[src/rtl/pwm_bank_pkg.sv]
package pwm_bank_pkg;

    localparam int DUTY_W = 8;
    localparam int ADDR_W = 5;

    typedef logic [DUTY_W-1:0] duty_t;
    typedef logic [ADDR_W-1:0] addr_t;

    typedef struct packed {
        logic  en;
        addr_t row;
        addr_t col;
        duty_t data;
    } wr_cmd_t;

    typedef enum logic {
        SHARE_HALFTONE = 1'b0,
        SHARE_REFCLK   = 1'b1
    } share_sel_e;

    function automatic logic below_duty(input duty_t cnt, input duty_t duty);
        return cnt < duty;
    endfunction

endpackage

[src/rtl/pwm_addr_dec.sv]
module pwm_addr_dec
    import pwm_bank_pkg::*;
#(
    parameter int NUM_CH    = 5,
    parameter int DUTY_ROW  = 15,
    parameter int FIRST_COL = 22
) (
    input  wr_cmd_t           cmd,
    output logic [NUM_CH-1:0] ch_sel,
    output logic              any_hit
);
    localparam addr_t ROW_MATCH = ADDR_W'(DUTY_ROW);

    logic row_ok;
    assign row_ok = cmd.en && (cmd.row == ROW_MATCH);

    for (genvar k = 0; k < NUM_CH; k++) begin : g_col
        localparam addr_t COL_K = ADDR_W'(FIRST_COL + k);
        assign ch_sel[k] = row_ok && (cmd.col == COL_K);
    end

    assign any_hit = |ch_sel;
endmodule

[src/rtl/pwm_timebase.sv]
module pwm_timebase
    import pwm_bank_pkg::*;
#(
    parameter int PRESC_W = 4
) (
    input  logic  clk,
    input  logic  rst,
    output duty_t cnt,
    output logic  wrap,
    output logic  refclk
);
    logic [PRESC_W-1:0] presc;
    logic               tick;

    assign tick   = &presc;
    assign wrap   = tick && (&cnt);
    assign refclk = presc[PRESC_W-1];

    always_ff @(posedge clk) begin
        if (rst) begin
            presc <= '0;
            cnt   <= '0;
        end else begin
            presc <= presc + 1'b1;
            if (tick) cnt <= cnt + 1'b1;
        end
    end
endmodule

[src/rtl/pwm_channel.sv]
module pwm_channel
    import pwm_bank_pkg::*;
(
    input  logic  clk,
    input  logic  rst,
    input  logic  wr_sel,
    input  duty_t wr_data,
    input  logic  wrap,
    input  duty_t cnt,
    output duty_t pend,
    output duty_t act,
    output logic  pull
);
    always_ff @(posedge clk) begin
        if (rst) begin
            pend <= '0;
            act  <= '0;
        end else begin
            if (wr_sel) pend <= wr_data;
            if (wrap)   act  <= pend;
        end
    end

    assign pull = below_duty(cnt, act);
endmodule

[src/rtl/pwm_dac_bank.sv]
module pwm_dac_bank
    import pwm_bank_pkg::*;
#(
    parameter int NUM_CH    = 5,
    parameter int DUTY_ROW  = 15,
    parameter int FIRST_COL = 22,
    parameter int PRESC_W   = 4
) (
    input  logic              clk,
    input  logic              rst,
    input  logic              wr_en_i,
    input  logic [4:0]        wr_row_i,
    input  logic [4:0]        wr_col_i,
    input  logic [7:0]        wr_data_i,
    input  logic              clk_sel_i,
    input  logic              halftone_i,
    output logic [NUM_CH-1:0] pwm_lvl_o,
    output logic [NUM_CH-1:0] pwm_oe_o,
    output logic              share_o
);
    localparam int FLAT_W = NUM_CH * DUTY_W;

    wr_cmd_t           cmd;
    logic [NUM_CH-1:0] ch_sel;
    logic              any_hit;
    duty_t             cnt;
    logic              wrap;
    logic              refclk;
    logic [FLAT_W-1:0] pend_flat;
    logic [FLAT_W-1:0] act_flat;
    share_sel_e        sel;

    assign cmd = '{en: wr_en_i, row: wr_row_i, col: wr_col_i, data: wr_data_i};

    pwm_addr_dec #(
        .NUM_CH(NUM_CH), .DUTY_ROW(DUTY_ROW), .FIRST_COL(FIRST_COL)
    ) u_dec (
        .cmd(cmd), .ch_sel(ch_sel), .any_hit(any_hit)
    );

    pwm_timebase #(.PRESC_W(PRESC_W)) u_tb (
        .clk(clk), .rst(rst), .cnt(cnt), .wrap(wrap), .refclk(refclk)
    );

    for (genvar k = 0; k < NUM_CH; k++) begin : g_ch
        pwm_channel u_ch (
            .clk    (clk),
            .rst    (rst),
            .wr_sel (ch_sel[k]),
            .wr_data(cmd.data),
            .wrap   (wrap),
            .cnt    (cnt),
            .pend   (pend_flat[k*DUTY_W +: DUTY_W]),
            .act    (act_flat[k*DUTY_W +: DUTY_W]),
            .pull   (pwm_oe_o[k])
        );
        assign pwm_lvl_o[k] = 1'b0;
    end

    assign sel = share_sel_e'(clk_sel_i);

    always_comb begin
        case (sel)
            SHARE_REFCLK: share_o = refclk;
            default:      share_o = halftone_i;
        endcase
    end
endmodule

[config.mk]
export PLATFORM = sky130hd
export DESIGN_NAME = pwm_dac_bank
export DESIGN_NICKNAME = d
export VERILOG_FILES = /design/src/rtl/pwm_bank_pkg.sv /design/src/rtl/pwm_addr_dec.sv /design/src/rtl/pwm_timebase.sv /design/src/rtl/pwm_channel.sv /design/src/rtl/pwm_dac_bank.sv
export SDC_FILE = /design/constraint.sdc
export NUM_CORES = 1
export LEC_CHECK = 0
export ABC_AREA = 1
export BUFFER_PORTS_ARGS = -buffer_cell sky130_fd_sc_hd__buf_2
export CORE_AREA = 2 2 88 106
export DETAILED_ROUTE_END_ITERATION = 10
export DIE_AREA = 0 0 90 108
export PLACE_DENSITY = 0.72
export SYNTH_ARGS = -nofsm -noshare
export SYNTH_HDL_FRONTEND = slang
export SYNTH_SLANG_ARGS = --single-unit
[constraint.sdc]
create_clock -name clk -period 1.9 [get_ports clk]
set_input_delay 0.38 -clock clk [delete_from_list [all_inputs] [get_ports clk]]
set_output_delay 0.38 -clock clk [all_outputs]
set_load 0.005 [all_outputs]
; ---- Word-level counts from Yosys, hierarchy flattened
; Index checks and enable logic that the tools add are counted.
[op_classes]
add_sub_neg = 2
mul = 0
div_mod_pow = 0
order_cmp = 5
eq_ne = 6
shift = 0
n_mux = 1
bitwise = 0
n_reduce_logical = 9
[ops]
columns = cell, count
row1 = < comparator 8 bit, 5
row2 = "equality test 5 bit, second input constant", 5
row3 = "adder 8 x 1 -> 8 bit, second input constant", 1
row4 = AND reduction 8 bit, 1
row5 = logical AND 1 bit, 7
row6 = "equality test 5 x 4 -> 1 bit, second input constant", 1
row7 = "adder 4 x 1 -> 4 bit, second input constant", 1
row8 = AND reduction 4 bit, 1
row9 = 2-to-1 mux 1 bit, 1
[word_totals]
register_bits = 92
latchBits = 0
ram_bits = 0
romBits = 0
output_inout_bits = 11
elab_cells = 35
n_memories = 0

; ---- Depth between registers and ports, before layout
; Gate-level depths: netlist of the first run.
[logic_depth]
word_depth = 3
ltp_mapped = 9
depth_no_buf = 8

; ---- By module
; Synthesis of the first run repeated with hierarchy kept, for this count alone.
[hier_totals]
hier_cells = 579
area_unflattened_um2 = 4638.2
[modules_own_cells]
columns = module, n_inst, cells_each, area_per_inst_um2
row1 = pwm_channel, 5, 94, 777.0
row2 = pwm_timebase, 1, 69, 513.0
row3 = pwm_addr_dec, 1, 30, 183.9
row4 = pwm_dac_bank, 1, 10, 56.3

; ---- Worst setup path before layout of the first run
; No wires, ideal clock.
[synth_timing]
path_kind = register to output
start = reg u_tb.cnt[5]
end = out pwm_oe_o[3]
arrival_time_ps = 1152
slack_ps = 368
stages_incl_launch_ff = 6
path_buffers = 1
cell_sequence = dfxtp_1 > ha_1 > a21oi_1 > o21ai_0 > a21oi_1 > buf_4
[synth_via]
elab_chain_cells = 1
[synth_lines]
columns = element, line_no
row1 = "start, declared", pwm_timebase.sv:8  ; output duty_t cnt,
row2 = "start signal, assigned", pwm_timebase.sv:25  ; if (tick) cnt <= cnt + 1'b1;
row3 = < comparator 8 bit, pwm_bank_pkg.sv:22  ; return cnt < duty;
row4 = "end, declared", pwm_dac_bank.sv:18  ; output logic [NUM_CH-1:0] pwm_oe_o,
; Every way passes these cells.

; ---- Final worst setup path of the first run
[layout_timing]
start = reg u_tb.cnt[2]
end = out pwm_oe_o[4]
; Same word-level chain as after synthesis.

==> metrics list, run 1 <==
- Warnings, synthesis: 0
* Area of all placed cells without fillers: 0.00540 mm²
- Crit Path Max Fanout: 6
* I/O pin count: 34
* Simple-gate share of the synthesized area: 0.356
* Drt total wl: 10.2 mm
* Top-area cell type share of the netlist area: 0.388
* Worst clock skew on the final layout: 8.75 ps
- In the final routed layout, each cell accounts on average for 12.1 µm.
- Compound-Gate Fraction of Synth Area: 0.0448
- Count of nets left with antenna violations after detail routing: 0
- Layout-stage area growth over the synthesis result: 13.8%
- TritonCTS clock tree: built
* Router iterations before antenna repair: 4
* Minimum setup slack after placement: between 200 and 250 ps
- # diodes: 0
- Number of vias in the routed layout: 4036
* Fillers: 785
* Die span in x: 90 µm
- Of the total synthesized cell area, the portion taken by XOR and XNOR cells is 0.00185.
- By startpoint and endpoint, the worst setup path is classified as flop to primary output.
- Unrepaired setup endpoints after global routing: yes
- Worst Max-Slew Pin Slew: 532 ps
- Share of synthesized cell area in full adder, half adder and majority cells: 0.0975
- Fraction of the core area covered by cells at the end of the flow: 0.627
- The first global-routing pass estimated 17.3 mm of wire.
- Multiplexer share of the synthesized area: 0
- Number of enable flip-flop cells after synthesis: 0
- Required time of the worst setup path: 1520 ps
* Global placement routability congestion: approximately 0.84
- Dividing the synthesized area by the synthesized cell count gives 6.79 µm².
- The worst hold path belongs to the class input port to flop.
- Hold timing on the final database bottoms out at a slack of 275 ps.
- The initial utilization of the core area, before any placement, comes to 0.551.
- Startpoint kind of the worst setup timing path: flop
- Count of endpoints failing setup in the final report: 5
* Net count reported at finish: 784
- By area, the combinational part of the netlist is dominated by simple AND/OR/NAND/NOR gates.
- The initial antenna violation count was 0.
- The multi-input combinational cells in the finished layout cover a total of 0.00261 mm².
* Hold buffers post-CTS: 0
* Hold Vio Cnt, Final: 0
- Number of clock sinks: 92
* Tot Pwr: 3430 µW
* Top cells by area, synth: dfxtp_1 39%, nand2_1 15%, nor2_1 14%
* Total power density per cell area: 635 mW/mm²
- Proportion of synthesized flip-flops having asynchronous set or reset: 0
* Critical Path Sink Type: primary output
- Summed over all cells, the static leakage comes to between 0.002 and 0.003 µW.
- The checks that failed: negative setup slack.
- Post-route minimum period: 1960 ps
* HPWL Detailed: 6.83 mm
- During placement, the flow inserted port buffers numbering 28.
* Fraction of the cycle the final worst path needs: 1.03
* Most common cell in the netlist: nand2_1
- The floorplan step defined a die boundary enclosing ~0.01 mm².
* Post-synthesis instance area: 0.00475 mm²
* Die Y-Extent: 108 µm
* Number of DRC violations after detailed routing: 0
- H-tree levels: 3
- Root Buffer Master: clkbuf_8
- Flip-flop and latch area: 0.00186 mm²
- The tool flagged a number of max-cap violations equal to 0.
* Largest net degree at the start of global routing: 67
- Measured against its own limit, the worst slew margin works out to 0.643.
* Latest clock arrival within the worst-skew pair: 350 ps
* Detailed router's first-iteration violation count: 239
- By count the netlist is led by 195 x nand2_1, 176 x nor2_1, 92 x dfxtp_1.
- Final global-route overflow total: 0
- The most used flip-flop cell after synthesis is dfxtp_1.
- Synthesis inferred a little over 90 register bits.
* Number of cells produced by synthesis: ~700
* Fraction of final layout cells with drive strength greater than 1: 0.148
- Clock-pin slew on the worst setup and hold paths: around 90 ps
- Setup ws final: -58.9 ps
- Run status: finished with violations
- After synthesis, the netlist uses 27 different library cells.
* Vias in the first global route: 3791
- After detailed placement, the total cell area comes to 0.00495 mm².
* Core box area: 0.00861 mm²
- Num CTS Buffers: 9
* Avg Vias per Cell: 4.77
* Clock buffer depth: 2
* Biggest area consumer among synthesized cells: dfxtp_1
* F_max: 510 MHz
* Post-synthesis sequential area ratio: 0.388
- In this run the core area contains 37 standard-cell rows.
* Pins Over Slew Limit: 0
- Tot GR Track Use: 0.220
- The worst-case IR drop observed on VDD is between 300 and 400 µV.
- Worst EP arrival: 1580 ps
-- metal layers --
layer	track usage	vias to the layer above	routed length, µm
met1	0.289	1796	4890
li1	-	2159	-
met4	0.0692	0	138
met3	0.0397	13	343
met5	0	-	0
met2	0.369	68	4850
-- flip-flops by register name (all words and copies together), names as in the netlist --
signal and count:
g_ch.u_ch.act 40, g_ch.u_ch.pend 40, u_tb.cnt 8, u_tb.presc 4
-- cells by family (layout without fill, tap and decap cells) --
kind of cell	after synthesis	count (layout)
buffers and inverters	113	139
xor gates and xnor gates	1	1
and+or+nand+nor	413	413
other	1	5
adders and majority gates	37	37
AOI/OAI and AO/OA	42	42
DFF	92	92
-- worst max-delay path: stages (launching register included) --
cell and delay, ps:
dfxtp_2 340, buf_6 140, ha_1 290, nand2_2 80, inv_2 40, nand2_2 60
nand2_2 50, a21oi_2 110, buf_2 120
-- stage by stage --
step / instances / TNS, ps
final: 846 / -197
after global routing: 846 / -567
after CTS: 846 / -94.0
after detailed placement: 829 / 0
after global placement: 829 / 0
after floorplan: 703 / 0
-- repair_timing --
item,CTS,global route
resized for setup,31,17
pin swaps,3,13
setup buffers,1,0
setup endpoints to repair,5,5
-- worst paths after layout --
check           startpoint                   end  slack (ps)  depth (start not counted)
max            u_tb.cnt[2]           pwm_oe_o[4]         -60                          8
min           wr_data_i[4]  g_ch[0].u_ch.pend[4]         270                          3
max reg2reg    u_tb.cnt[1]   g_ch[3].u_ch.act[5]         320                          7
min reg2reg  u_tb.presc[0]         u_tb.presc[0]         440                          1
-- where the power goes --
part           switching [µW]  total (µW)  internal [µW]
registers                4.76        1930           1930
logic                    95.6         141           45.4
clock network             708        1360            651
total                     808        3430           2620
-- final cells by class --
class,count,area share
timing repair buffer,41,0.0523
multi-input combinational,498,0.482
clock inverter,5,0.0111
sequential,92,0.344
inverter,82,0.0570
clock buffer,11,0.0262
tap,117,0.0271
-- cell usage in the layout (no fill, tap or decap), types with 2 or more instances in the layout --
cell type  count
o21ai_0        7
nor2_1       175
nand3_4        2
inv_1         78
ha_4          14
conb_1         5
buf_6          2
inv_2          4
nand2_2        5
ha_1          23
buf_12         3
dfxtp_1       84
a21oi_2        5
dfxtp_2        5
nand3_1       22
nand2_1      191
clkbuf_8      10
nor2_2         6
nor2_4         2
a21oi_1       24
o21ai_1        4
dfxtp_4        3
nor3_2         3
nand4_1        3
buf_2         28
buf_4          8
Power figures use the tool's default switching activity.
==> inputs of run 2 (changes only) <==
CORE_AREA = 2 2 87 105   (was 2 2 88 106)
DIE_AREA = 0 0 89 107   (was 0 0 90 108)
PLACE_DENSITY = 0.73   (was 0.72)
SYNTH_HIERARCHICAL = 1   (was default)
==> metrics list, run 2 <==
- Run status: finished with violations
- Violated checks: negative setup slack
- Critical Path Sink Type: primary output
* Minimum setup slack after placement: 50.4 ps (-169 ps)
- Number of cells produced by synthesis: 571 (-18%)
* Total power density per cell area: 633 mW/mm² (-0.34%)
- The met2 global-route usage came to 0.349 (-0.0203).
- The clock edge transition at the registers on the reported setup and hold paths is 90 ps (about the same).
- Fraction of final layout cells with drive strength greater than 1: 0.283 (+0.135)
- Count of nets left with antenna violations after detail routing: 0 (unchanged)
- Traced cell by cell, the critical path runs through ha_4 -> a21oi_2 -> o21ai_1 -> a21oi_2 -> buf_2.
- The met3 track utilization from global routing came to 0.0346 (-0.00508).
- The number of nets at the end of the flow came to 662 (-16%).
- The total clock sinks came to 92 (unchanged).
- Mean Syn Cell Area: 8.06 µm² (+19%)
- TritonCTS built the clock tree.
* # diodes: 0 (unchanged)
- Count of endpoints failing setup in the final report: 5 (unchanged)
- Root Buffer Master: clkbuf_8
* HPWL Detailed: 6.67 mm (-2.4%)
* Avg Vias per Cell: 5.07 (+6.3%)
- Peak per-stage delay on the critical path: 490 ps (+150 ps)
* Final global-route overflow total: 0 (unchanged)
- STA classifies the critical path startpoint as a flop.
* Vias in the first global route: 3316 (-13%)
- Number of DRC violations after detailed routing: 0 (unchanged)
- The final weighted congestion in routability-driven placement came to 0.792 (-5.2%).
* Met1 routing resource usage after global routing: 0.280 (-0.00861)
* Num CTS Buffers: 9 (unchanged)
- The initial core utilization was 0.540 (-0.0113).
- The total placed instance area is 0.00477 mm² (-3.5%).
- Most used cells in the layout excluding fill and tap cells: 148 x nand2_1, 85 x dfxtp_1, 62 x inv_1
- The largest registers in the layout are g_ch.u_ch/act: 40 flops, g_ch.u_ch/pend: 40 flops, u_tb/cnt: 8 flops.
- Family with the most delay on the worst path: flip-flops
- Router iterations before antenna repair: 5 (+1)
- The max capacitance violation total was 0 (unchanged).
- The synthesized cell area is 0.00460 mm² (-3.1%).
- Type of the setup path with the least slack: flop to primary output
* Tot GR Track Use: 0.217 (-0.00219)
- Largest net degree at the start of global routing: 85 (+27%)
* Warnings, synthesis: 6 (+6)
* Core box area: 0.00852 mm² (-1.1%)
- The global-route wire length before repair was 15.7 mm (-8.9%).
* Worst clock skew on the final layout: 6.84 ps (-1.92 ps)
* Peak supply drop: 477 µV (+25%)
- The average detailed-routed wire length per instance came to 13.9 µm (+15%).
* Layout-stage area growth over the synthesis result: 16.4%
- The total number of placement rows came to 37 (unchanged).
* Count of input and output buffers: 28 (unchanged)
- F_max: 506 MHz (-0.89%)
* Area of all placed cells without fillers: 0.00536 mm² (-0.88%)
- The y dimension of the die is 107 µm (-0.93%).
- The layer flagged by global routing as most heavily used is met2.
* Total die area: 0.00952 mm² (-2.0%)
* Pins Over Slew Limit: 0 (unchanged)
- The count of vias placed by the detailed router is 3673 (-9.0%).
- Most frequent standard cell in the layout excluding fill and tap cells: nand2_1
- Class of the tightest hold or removal check: input port to flop
* I/O pin count: 34 (unchanged)
- The clock tree buffer depth was 2 (unchanged).
* Worst Max-Slew Pin Slew: 542 ps (+9.75 ps)
- The slowest stage of the critical path belongs to the cell dfxtp_4.
* Die span in x: 89 µm (-1.1%)
- The worst path buffer plus inverter count is 1 (-2).
- The starting DRC count in detailed routing was 230 (-3.8%).
* Latest clock arrival within the worst-skew pair: 370 ps (+20 ps)
- The required time at the endpoint of the critical path came to 1520 ps (about the same).
* Hold Vio Cnt, Final: 0 (unchanged)
* Fillers: 754 (-3.9%)
- Setup ws final: -76.6 ps (-17.7 ps)
- Unrepaired setup endpoints after global routing: yes
* Hold buffers post-CTS: 0 (unchanged)
- The final wirelength came to 10.1 mm (-1.4%).
- Leakage dissipation: 0.00205 µW (-26%)
- The most numerous cell type found on the critical path is a21oi_2.
- Worst EP arrival: 1600 ps (+20 ps)
- The top fanout value on the critical path came to 8 (+2).
- The worst-case headroom to the max-slew limit came to 0.637 (-0.00654).
* Fraction of the cycle the final worst path needs: 1.04 (+0.00930)
- Number of antenna violations at the first check in global routing: 0 (unchanged)
- Post-route minimum period: 1980 ps (+17.7 ps)
* H-tree levels: 3 (unchanged)
[run 2: what timing repair did]
item | 4_1_cts | 5_1_grt
pin swaps | 18 | 15
setup buffers | 2 | 1
setup endpoints to repair | 5 | 45
gates resized for setup | 35 | 43
[run 2: final timing paths]
check / startpoint / to / slack, ps / cells past startpoint
hold reg to reg: u_tb/presc[0] / u_tb/presc[0] / 460 / 1
setup / recovery: u_tb/cnt[7] / pwm_oe_o[2] / -80 / 5
setup reg to reg: u_tb/cnt[3] / g_ch[1].u_ch/act[6] / 130 / 9
hold / removal: wr_data_i[7] / g_ch[2].u_ch/pend[7] / 340 / 3
[run 2: layout make-up]
type	instances	area, µm²	area share
Clock buffer	9	124	0.0231
Clock inverter	7	81.3	0.0152
Inverter	74	290	0.0542
Multi-Input combinational cell	384	2560	0.479
Sequential cell	92	1860	0.348
Tap cell	117	146	0.0273
Timing Repair Buffer	41	288	0.0537
[run 2: where the power goes]
| part | internal, µW | total [µW] | switching [µW] |
|---|---|---|---|
| Sequential | 1920 | 1930 | 3.77 |
| Combinational | 34.0 | 123 | 89.2 |
| Clock | 626 | 1340 | 713 |
| Total | 2580 | 3390 | 806 |
[run 2: stage by stage]
stage / cells / setup TNS, ps / util / power [µW] / hold WS [ps]
final: 724 / -288 / 0.629 / 3390 / 340
after global routing: 724 / -655 / 0.629 / 3510 / 322
after CTS: 723 / -346 / 0.607 / 3430 / 321
after detailed placement: 705 / 0 / 0.561 / 2100 / 449
after global placement: 705 / 0 / 0.561 / 2100 / 432
after floorplan: 575 / 0 / - / 2060 / 416
[run 2: worst min-delay path, delay by kind of cell]
kind	cells	cell delay, ps
AND/OR/NAND/NOR	1	70
AO/OA/AOI/OAI	1	50
buffers and inverters	1	160
[run 2: layer usage]
layer	up-vias	wire length, µm
met5	-	0
met1	1662	4340
met3	20	545
met2	97	4890
met4	0	292
li1	1894	-
==> inputs of run 3 (changes only) <==
CORE_AREA = 2 2 84 102   (was 2 2 87 105)
DIE_AREA = 0 0 86 104   (was 0 0 89 107)
PLACE_DENSITY = 0.78   (was 0.73)
SLEW_MARGIN = 20   (was default)
==> metrics list, run 3 (synthesis results as in run 2) <==
* Most frequent standard cell in the layout excluding fill and tap cells: nand2_1
* Largest net degree at the start of global routing: 46 (-46%)
- HPWL Detailed: 6.64 mm (-0.43%)
* Drt total wl: 10.5 mm (+4.2%)
- Effective utilization at floorplan: 0.577 (+0.0369)
- Leakage dissipation: 0.00208 µW (+1.5%)
- Number of clock sinks: 92 (unchanged)
- The clock edge transition at the registers on the reported setup and hold paths is 90 ps (about the same).
- The count of input and output buffers was 28 (unchanged).
* Fillers: 595 (-21%)
- The number of nets at the end of the flow was 668 (+0.91%).
- The area growth from synthesis to layout is 17.4%.
- The max capacitance violation total is 0 (unchanged).
- The setup violation total in the final timing report came to 5 (unchanged).
* Global routing usage on met3: 0.0325 (-0.00210)
- Count of nets left with antenna violations after detail routing: 0 (unchanged)
* Fraction of final layout cells with drive strength greater than 1: 0.296 (+0.0124)
- TritonCTS built the clock tree.
- Hold buffers post-CTS: 0 (unchanged)
- Max-slew headroom: 0.656 (+0.0190)
- The path class of the tightest hold or removal check is input port to flop.
- Total power density per cell area: 613 mW/mm² (-3.1%)
- The final reports fail on negative setup slack.
* Fraction of the cycle the final worst path needs: 1.06 (+0.0182)
- The final period demand of the worst path is 2010 ps (+34.5 ps).
* Worst clock skew on the final layout: 14.3 ps (+7.46 ps)
* Run status: finished with violations
- Die span in x: 86 µm (-3.4%)
- Standard-cell row count: 36 (-2.7%)
- Flip-flop and latch area: 0.00187 mm² (+0.27%)
- Crit Path Max Fanout: 8 (unchanged)
- Unrepaired setup endpoints after global routing: yes
- Required time of the worst setup path: 1520 ps (about the same)
- Wire length per cell: 14.9 µm (+6.8%)
- In the layout the commonest cells are 144 x nand2_1, 85 x dfxtp_1, 61 x inv_1.
* Num CTS Buffers: 9 (unchanged)
- The clock insertion delay at the later pin of the skew report is 370 ps (about the same).
- Clock tree synthesis selected as its root buffer the cell clkbuf_8.
* Pins Over Slew Limit: 0 (unchanged)
* Die Y-Extent: 104 µm (-2.8%)
- H-tree levels: 3 (unchanged)
* Setup ws final: -111 ps (-34.5 ps)
- Largest registers: g_ch.u_ch/act: 40 flops, g_ch.u_ch/pend: 40 flops, u_tb/cnt: 8 flops
- Total die area: 0.00894 mm² (-6.1%)
- Critical Path Sink Type: primary output
* Number of vias in the routed layout: 3835 (+4.4%)
* First-pass GRT wire length: 16.4 mm (+4.2%)
- The critical path data arrival time is 1630 ps (+30 ps).
- The first-pass iteration count of the detailed router was 5 (unchanged).
- Number of antenna violations at the first check in global routing: 0 (unchanged)
- The total grt overflow came to 0 (unchanged).
* Detailed router's first-iteration violation count: 245 (+6.5%)
- I/O pin count: 34 (unchanged)
* Worst Max-Slew Pin Slew: 514 ps (-28.3 ps)
- Tot Pwr: 3310 µW (-2.3%)
* Hold Vio Cnt, Final: 0 (unchanged)
* Number of DRC violations after detailed routing: 0 (unchanged)
- F_max: 497 MHz (-1.7%)
- Avg Vias per Cell: 5.42 (+6.9%)
* Global placement routability congestion: 0.804 (+1.5%)
- The maximum ir drop on the vdd rail came to 393 µV (-18%).
* Met1 routing resource usage after global routing: 0.296 (+0.0162)
- met2 is the most crowded layer.
- STA classifies the critical path startpoint as a flop.
* Clock buffer depth: 2 (unchanged)
* Core box area: 0.00797 mm² (-6.4%)
- Vias in the first global route: 3541 (+6.8%)
- The combined global-route utilization of all metal layers is 0.232 (+0.0150).
- Type of the setup path with the least slack: flop to primary output
- The placement-stage worst setup slack came to 100 ps (+49.7 ps).
* # diodes: 0 (unchanged)
* Met2 Use GR: 0.362 (+0.0130)
- Area occupied by multi-input gates: 0.00261 mm² (+2.0%)
## run 3: changes by cell type in the layout (fill, tap and decap cells not counted), sizes merged
cell | previous run | this run
clkinv | 2 | 4
inv | 77 | 74
clkinvlp | 1 | 0
buf | 40 | 47
## run 3: metrics by stage
stage	setup TNS [ps]	cell area, µm²	hold slack, ps	std cells	util
after floorplan	0	4620	416	575	-
after global placement	0	4780	429	687	0.599
after detailed placement	0	4780	441	687	0.599
after CTS	-184	5230	280	706	0.656
after global routing	-633	5400	292	707	0.677
final	-326	5400	280	707	0.677
## run 3: final timing paths
kind | from | end | slack [ps] | depth (start not counted)
worst max-delay path | u_tb/cnt[2] | pwm_oe_o[1] | -110 | 7
worst min-delay path | rst | g_ch[3].u_ch/act[6] | 280 | 2
worst max register to register | u_tb/presc[0] | g_ch[0].u_ch/act[2] | 60 | 9
worst min register to register | g_ch[0].u_ch/act[0] | g_ch[0].u_ch/act[0] | 460 | 2
## run 3: layer usage
layer | vias to the layer above | wire (µm)
li1 | 1905 | -
met1 | 1772 | 4380
met2 | 126 | 5140
met3 | 32 | 499
met4 | 0 | 479
met5 | - | 0
## run 3: area by class of cell
| cell class | instances | share of cell area |
|---|---|---|
| clock buffer | 10 | 0.0236 |
| clock inverter | 5 | 0.00996 |
| inverter | 74 | 0.0514 |
| multi-input combinational | 384 | 0.484 |
| sequential | 92 | 0.346 |
| tap | 95 | 0.0220 |
| timing repair buffer | 47 | 0.0632 |
## run 3: worst max-delay path: stages, from the launching register on
cell and delay [ps]:
dfxtp_4 410, ha_1 310, nand2_1 80, inv_1 50, nand2_1 60, nand2_1 70
a21oi_2 150, buf_2 130
## run 3: what timing repair did
action,in CTS,in global routing
endpoints found under the setup margin,5,34
gates resized for setup,41,34
pin swaps,31,10
buffers inserted,4,1
## run 3: power breakdown
part	switching [µW]	internal [µW]
clock network	671	597
logic	83.5	35.5
registers	4.48	1920
total	759	2550
